`src/rtl/smbus_eeprom_tgt.sv`:
```
module smbus_eeprom_tgt #(
  parameter logic [6:0]  BASE_ADDR   = 7'h50,
  parameter int unsigned OFF_W       = 8,
  parameter int unsigned SYNC_STAGES = 2
) (
  input  logic             clk,
  input  logic             rst_n,
  input  logic [2:0]       strap_idx,
  input  logic             scl_in,
  input  logic             sda_in,
  output logic             sda_pull,
  input  logic             init_we,
  input  logic [OFF_W-1:0] init_addr,
  input  logic [7:0]       init_data
);
  localparam int unsigned DEPTH = 1 << OFF_W;

  typedef enum logic [2:0] {
    ST_IDLE, ST_ADDR, ST_AACK, ST_WR, ST_WACK, ST_RD, ST_RACK
  } st_t;

  logic [SYNC_STAGES-1:0] scl_s, sda_s;
  logic scl_q, sda_q;

  always_ff @(posedge clk or negedge rst_n) begin
    if (!rst_n) begin
      scl_s <= '1;
      sda_s <= '1;
      scl_q <= 1'b1;
      sda_q <= 1'b1;
    end else begin
      scl_s <= {scl_s[SYNC_STAGES-2:0], scl_in};
      sda_s <= {sda_s[SYNC_STAGES-2:0], sda_in};
      scl_q <= scl_s[SYNC_STAGES-1];
      sda_q <= sda_s[SYNC_STAGES-1];
    end
  end

  wire scl      = scl_s[SYNC_STAGES-1];
  wire sda      = sda_s[SYNC_STAGES-1];
  wire scl_rise = scl & ~scl_q;
  wire scl_fall = ~scl & scl_q;
  wire start_c  = scl & scl_q & sda_q & ~sda;
  wire stop_c   = scl & scl_q & ~sda_q & sda;

  st_t              state;
  logic [3:0]       cnt;
  logic [7:0]       shreg;
  logic [OFF_W-1:0] off;
  logic             first, rw, hit, drive;
  logic [7:0]       mem [DEPTH];

  wire [6:0] dev_addr  = BASE_ADDR + {4'b0000, strap_idx};
  wire [7:0] rx_byte   = {shreg[6:0], sda};
  wire [7:0] rd_byte   = mem[off];
  wire       wr_commit = (state == ST_WR) && scl_rise && (cnt == 4'd7) && !first;

  assign sda_pull = drive;

  always_ff @(posedge clk) begin
    if (init_we)        mem[init_addr] <= init_data;
    else if (wr_commit) mem[off]       <= rx_byte;
  end

  always_ff @(posedge clk or negedge rst_n) begin
    if (!rst_n) begin
      state <= ST_IDLE;
      cnt   <= '0;
      shreg <= '0;
      off   <= '0;
      first <= 1'b0;
      rw    <= 1'b0;
      hit   <= 1'b0;
      drive <= 1'b0;
    end else if (start_c) begin
      state <= ST_ADDR;
      cnt   <= '0;
      drive <= 1'b0;
      first <= 1'b1;
    end else if (stop_c) begin
      state <= ST_IDLE;
      cnt   <= '0;
      drive <= 1'b0;
    end else begin
      case (state)
        ST_ADDR: begin
          if (scl_rise) begin
            shreg <= rx_byte;
            cnt   <= cnt + 4'd1;
            if (cnt == 4'd7) begin
              rw  <= sda;
              hit <= (shreg[6:0] == dev_addr);
            end
          end else if (scl_fall && cnt == 4'd8) begin
            cnt <= '0;
            if (hit) begin
              drive <= 1'b1;
              state <= ST_AACK;
            end else begin
              state <= ST_IDLE;
            end
          end
        end
        ST_AACK: begin
          if (scl_fall) begin
            cnt <= '0;
            if (rw) begin
              state <= ST_RD;
              shreg <= rd_byte;
              drive <= ~rd_byte[7];
            end else begin
              state <= ST_WR;
              drive <= 1'b0;
            end
          end
        end
        ST_WR: begin
          if (scl_rise) begin
            shreg <= rx_byte;
            cnt   <= cnt + 4'd1;
            if (cnt == 4'd7) begin
              if (first) begin
                off   <= rx_byte[OFF_W-1:0];
                first <= 1'b0;
              end else begin
                off <= off + 1'b1;
              end
            end
          end else if (scl_fall && cnt == 4'd8) begin
            drive <= 1'b1;
            state <= ST_WACK;
          end
        end
        ST_WACK: begin
          if (scl_fall) begin
            drive <= 1'b0;
            cnt   <= '0;
            state <= ST_WR;
          end
        end
        ST_RD: begin
          if (scl_rise) begin
            cnt <= cnt + 4'd1;
            if (cnt == 4'd7) off <= off + 1'b1;
          end else if (scl_fall) begin
            if (cnt == 4'd8) begin
              drive <= 1'b0;
              state <= ST_RACK;
            end else begin
              shreg <= {shreg[6:0], 1'b0};
              drive <= ~shreg[6];
            end
          end
        end
        ST_RACK: begin
          if (scl_rise && sda) begin
            state <= ST_IDLE;
          end else if (scl_fall) begin
            cnt   <= '0;
            shreg <= rd_byte;
            drive <= ~rd_byte[7];
            state <= ST_RD;
          end
        end
        default: ;
      endcase
    end
  end

  p_idle_released_r6: assert property (@(posedge clk) disable iff (!rst_n)
    (state == ST_IDLE) |-> !drive);

  p_nack_ends_r6: assert property (@(posedge clk) disable iff (!rst_n)
    (state == ST_RACK && scl_rise && sda && !start_c && !stop_c) |=> (state == ST_IDLE && !drive));

  p_mismatch_silent_r2: assert property (@(posedge clk) disable iff (!rst_n)
    (state == ST_ADDR && scl_fall && cnt == 4'd8 && !hit) |=> (state == ST_IDLE && !drive));

  p_store_step_r4: assert property (@(posedge clk) disable iff (!rst_n)
    wr_commit |=> (off == $past(off) + 1'b1));

  p_read_step_r5: assert property (@(posedge clk) disable iff (!rst_n)
    (state == ST_RD && scl_rise && cnt == 4'd7) |=> (off == $past(off) + 1'b1));

  p_abort_keeps_r8: assert property (@(posedge clk) disable iff (!rst_n)
    (start_c || stop_c) |=> (off == $past(off) && !drive));

  p_write_ack_r10: assert property (@(posedge clk) disable iff (!rst_n)
    (state == ST_WACK) |-> drive);

endmodule

```
`config.mk`:
```
export PLATFORM = sky130hd
export DESIGN_NAME = smbus_eeprom_tgt
export DESIGN_NICKNAME = d
export VERILOG_FILES = /design/src/rtl/smbus_eeprom_tgt.sv
export SDC_FILE = /design/constraint.sdc
export NUM_CORES = 2
export LEC_CHECK = 0
export ABC_CLOCK_PERIOD_IN_PS = 7210
export BUFFER_PORTS_ARGS = -buffer_cell sky130_fd_sc_hd__buf_2
export CORE_UTILIZATION = 60
export DETAILED_ROUTE_END_ITERATION = 8
export PLACE_DENSITY = 0.76
export SLEW_MARGIN = 20
export SYNTH_ARGS = -nofsm -noshare
export SYNTH_HDL_FRONTEND = slang
export SYNTH_SLANG_ARGS = --single-unit
export TNS_END_PERCENT = 50
```
`constraint.sdc`:
```
create_clock -name clk -period 7.21 [get_ports clk]
set_input_delay 0.721 -clock clk [delete_from_list [all_inputs] [get_ports clk]]
set_output_delay 0.721 -clock clk [all_outputs]
set_load 0.02 [all_outputs]
```
==> results.json <==
{
  "status": "finished, final reports clean",
  "hold_path.class": "in2reg",
  "cts-root-buf": "clkbuf_16",
  "cts_tree": "done",
  "synth_top_area_share_pct": 75.1,
  "tns_ps": 0,
  "synth_enable_flop_cells": 2048,
  "routed_wl_um": 220000,
  "antenna_found_initial": 8,
  "slew_headroom_pct": 14.3,
  "netlist_area_um2": 81900,
  "nets": 4132,
  "p_leak_nw": 27.0,
  "yosysTopAreaCell": "edfxtp_1",
  "stdcell_area_um2": 90200,
  "clkSlewWorstSetupHoldPaths_ps": 60,
  "numCtsBuffers": 192,
  "dieWidth_um": 371,
  "synth.area.top_cells": "edfxtp_1, mux4_2, mux2i_1",
  "drtIter0Drc": 7489,
  "start_util_pct": 60.4,
  "rsz0062_at_grt": "no",
  "pwr_density_cell_nw_per_um2": 271,
  "hpwl_um": 132000,
  "rrSetupSlack_ps": 1670,
  "cts_sinks": 2080,
  "crit_fanout": 27,
  "drv_slew": 0,
  "endpoint_kind": "flop",
  "stdcell_count": 6045,
  "r2r-start": "state[0]$_DFFE_PN0P_",
  "cts_buffer_depth": 3,
  "syn_nets": 4069,
  "syn_area_per_cell_um2": 20.3,
  "drt_pass1_iterations": 6,
  "cts_resized": 0,
  "grt_pass1_vias": 42172,
  "post_drt_wl_per_cell_um": 36.3,
  "worstReg2RegEnd": "mem[197][3]$_DFFE_PP_",
  "fmax_mhz": 180,
  "synthMostInstantiatedCell": "edfxtp_1",
  "cpPeakStageDelay_ps": 1140,
  "cap_violations": 0,
  "vias_per_cell": 7.15,
  "placedCellCount": 5687,
  "reg2reg_depth": 6,
  "grt_use_total_pct": 32.2,
  "htreeDepth": 4,
  "syn-instance-count": 4041,
  "io_pins": 25,
  "dr_total_vias": 43223,
  "fin_hold_ws_ps": 305,
  "async_reset_ff_share_pct": 1.54,
  "synthFlopType": "edfxtp_1",
  "hold-path-endpoint": "hit$_DFFE_PN0P_",
  "cp_slowest_cell": "o21ai_0",
  "ys_seq_area_share_pct": 76.1,
  "area_growth_pct": 10.2,
  "cts_hold_buf": 3,
  "cts_setup_buffers": 0,
  "hold_viol": 0,
  "grt_pass1_wl_um": 310000,
  "drive_above_1_share_pct": 21.2,
  "place_area_um2": 83800,
  "die_h_um": 371,
  "rows": 135,
  "clk_latency_ps": 840,
  "fp.coreArea_um2": 135000,
  "yosys_register_bits": 2080,
  "setup_viol": 0,
  "drc": 0,
  "ir_worst_vdd_mv": 0.280,
  "final.min_clock_period_ps": 5540,
  "numPortBuffers": 24,
  "die_area_um2": 138000,
  "tightest_slew_ps": 1290,
  "synthDistinctLibCells": 72,
  "grt_max_degree": 233,
  "worstPathRequired_ps": 7650,
  "synth_commonest_cells": "edfxtp_1, mux4_2, nor2_1",
  "gp_congestion": 0.949,
  "ys.warnings.count": 0,
  "path_cells": "nor2b_1 -> and3_1 -> nand2_1 -> o21ai_0 -> nand3_1 -> nor2_1",
  "drtAntennaViolNets": 0,
  "worstHoldStart": "strap_idx[0]",
  "worstSetupPathType": "reg2reg",
  "critPathLaunchType": "flop",
  "clock_skew_ps": 38.1,
  "critPathArrivalTime_ps": 5980,
  "period_share_pct": 76.9,
  "power_w": 0.0244,
  "grt_overflow": 0,
  "worstHoldPathCells": 4
}
## worst max-delay path by stage
stage / startpoint / end / slack [ps] / depth (start not counted)
after floorplan: init_we / mem[0][0]$_DFFE_PP_ / 1670 / 7
after global placement: scl_s[1]$_DFF_PN1_ / mem[197][4]$_DFFE_PP_ / 2130 / 6
after detailed placement: state[0]$_DFFE_PN0P_ / mem[193][3]$_DFFE_PP_ / 1970 / 6
after CTS: state[0]$_DFFE_PN0P_ / mem[197][3]$_DFFE_PP_ / 1910 / 6
after global routing: state[0]$_DFFE_PN0P_ / mem[193][5]$_DFFE_PP_ / 1490 / 6
final: state[0]$_DFFE_PN0P_ / mem[197][3]$_DFFE_PP_ / 1670 / 6
## cells by family (layout without fill, tap and decap cells)
family                     count (synthesis)  count (layout)  synth area share [%]
DFF                                     2080            2080                  76.1
and+or+nand+nor                          700             700                  3.91
muxes                                    628             628                  15.0
AOI/OAI and AO/OA                        375             375                  3.23
buffers and inverters                    249             469                  1.64
xor gates and xnor gates                   5               5                0.0535
adders and majority gates                  4               4                0.0611
other                                      0               3                     0
## placed cells by master, fill, tap and decap left out, types with 42 or more instances in the layout
master | synthesis | final
a21oi_1 | 55 | 54
nand3_1 | 63 | 63
edfxtp_1 | 2048 | 2048
nor2_1 | 318 | 313
clkbuf_1 | 94 | 42
o21ai_0 | 47 | 47
nand2_1 | 136 | 128
a22oi_1 | 85 | 85
mux2i_1 | 138 | 138
mux4_2 | 463 | 463
clkbuf_16 | 0 | 195
buf_4 | 45 | 64
## where the power goes
part | internal [W] | switching, W | total [W] | leakage [nW]
combinational | 0.000197 | 0.000554 | 0.000750 | 5.16
clock | 0.00580 | 0.00443 | 0.0102 | 3.05
sequential | 0.0133 | 0.000101 | 0.0134 | 18.8
total | 0.0193 | 0.00508 | 0.0244 | 27.0
## state kept, by name, summed over array words and instances (netlist names), 2 cells and up
register and count:
cnt 4, mem 2048, state 3, sda_s 2, shreg 7, scl_s 2, off 8
## cell type report
type | instances | area [um^2]
fillers | 8275 | 45300
multi-input cells | 1712 | 18300
flip-flops and latches | 2080 | 62300
clock buffers | 238 | 5050
inverters | 10 | 37.5
repair buffers | 108 | 978
well taps | 1781 | 2230
diodes | 3 | 7.51
clock inverters | 113 | 1220
## metal layers
metal	GRT usage, %	up-vias	part of all wire [%]
met5	0.140	-	0.019
met4	14.7	6	5.4
met3	10.6	693	14
met2	47.3	3586	45
met1	44.4	22081	35
li1	-	16857	-
## critical path: cells and delay by family, from the launching register on
family             cells  cell delay (ps)
AOI/OAI and AO/OA      1             1140
DFF                    1              860
and+or+nand+nor        5             3120
## per-stage QoR
step | worst slack (ps) | util, %
after floorplan | 1670 | -
after global placement | 2130 | 61.9
after detailed placement | 1970 | 61.9
after CTS | 1910 | 66.5
after global routing | 1490 | 66.6
final | 1670 | 66.6
Note: power is estimated with default switching activity, not from simulation.
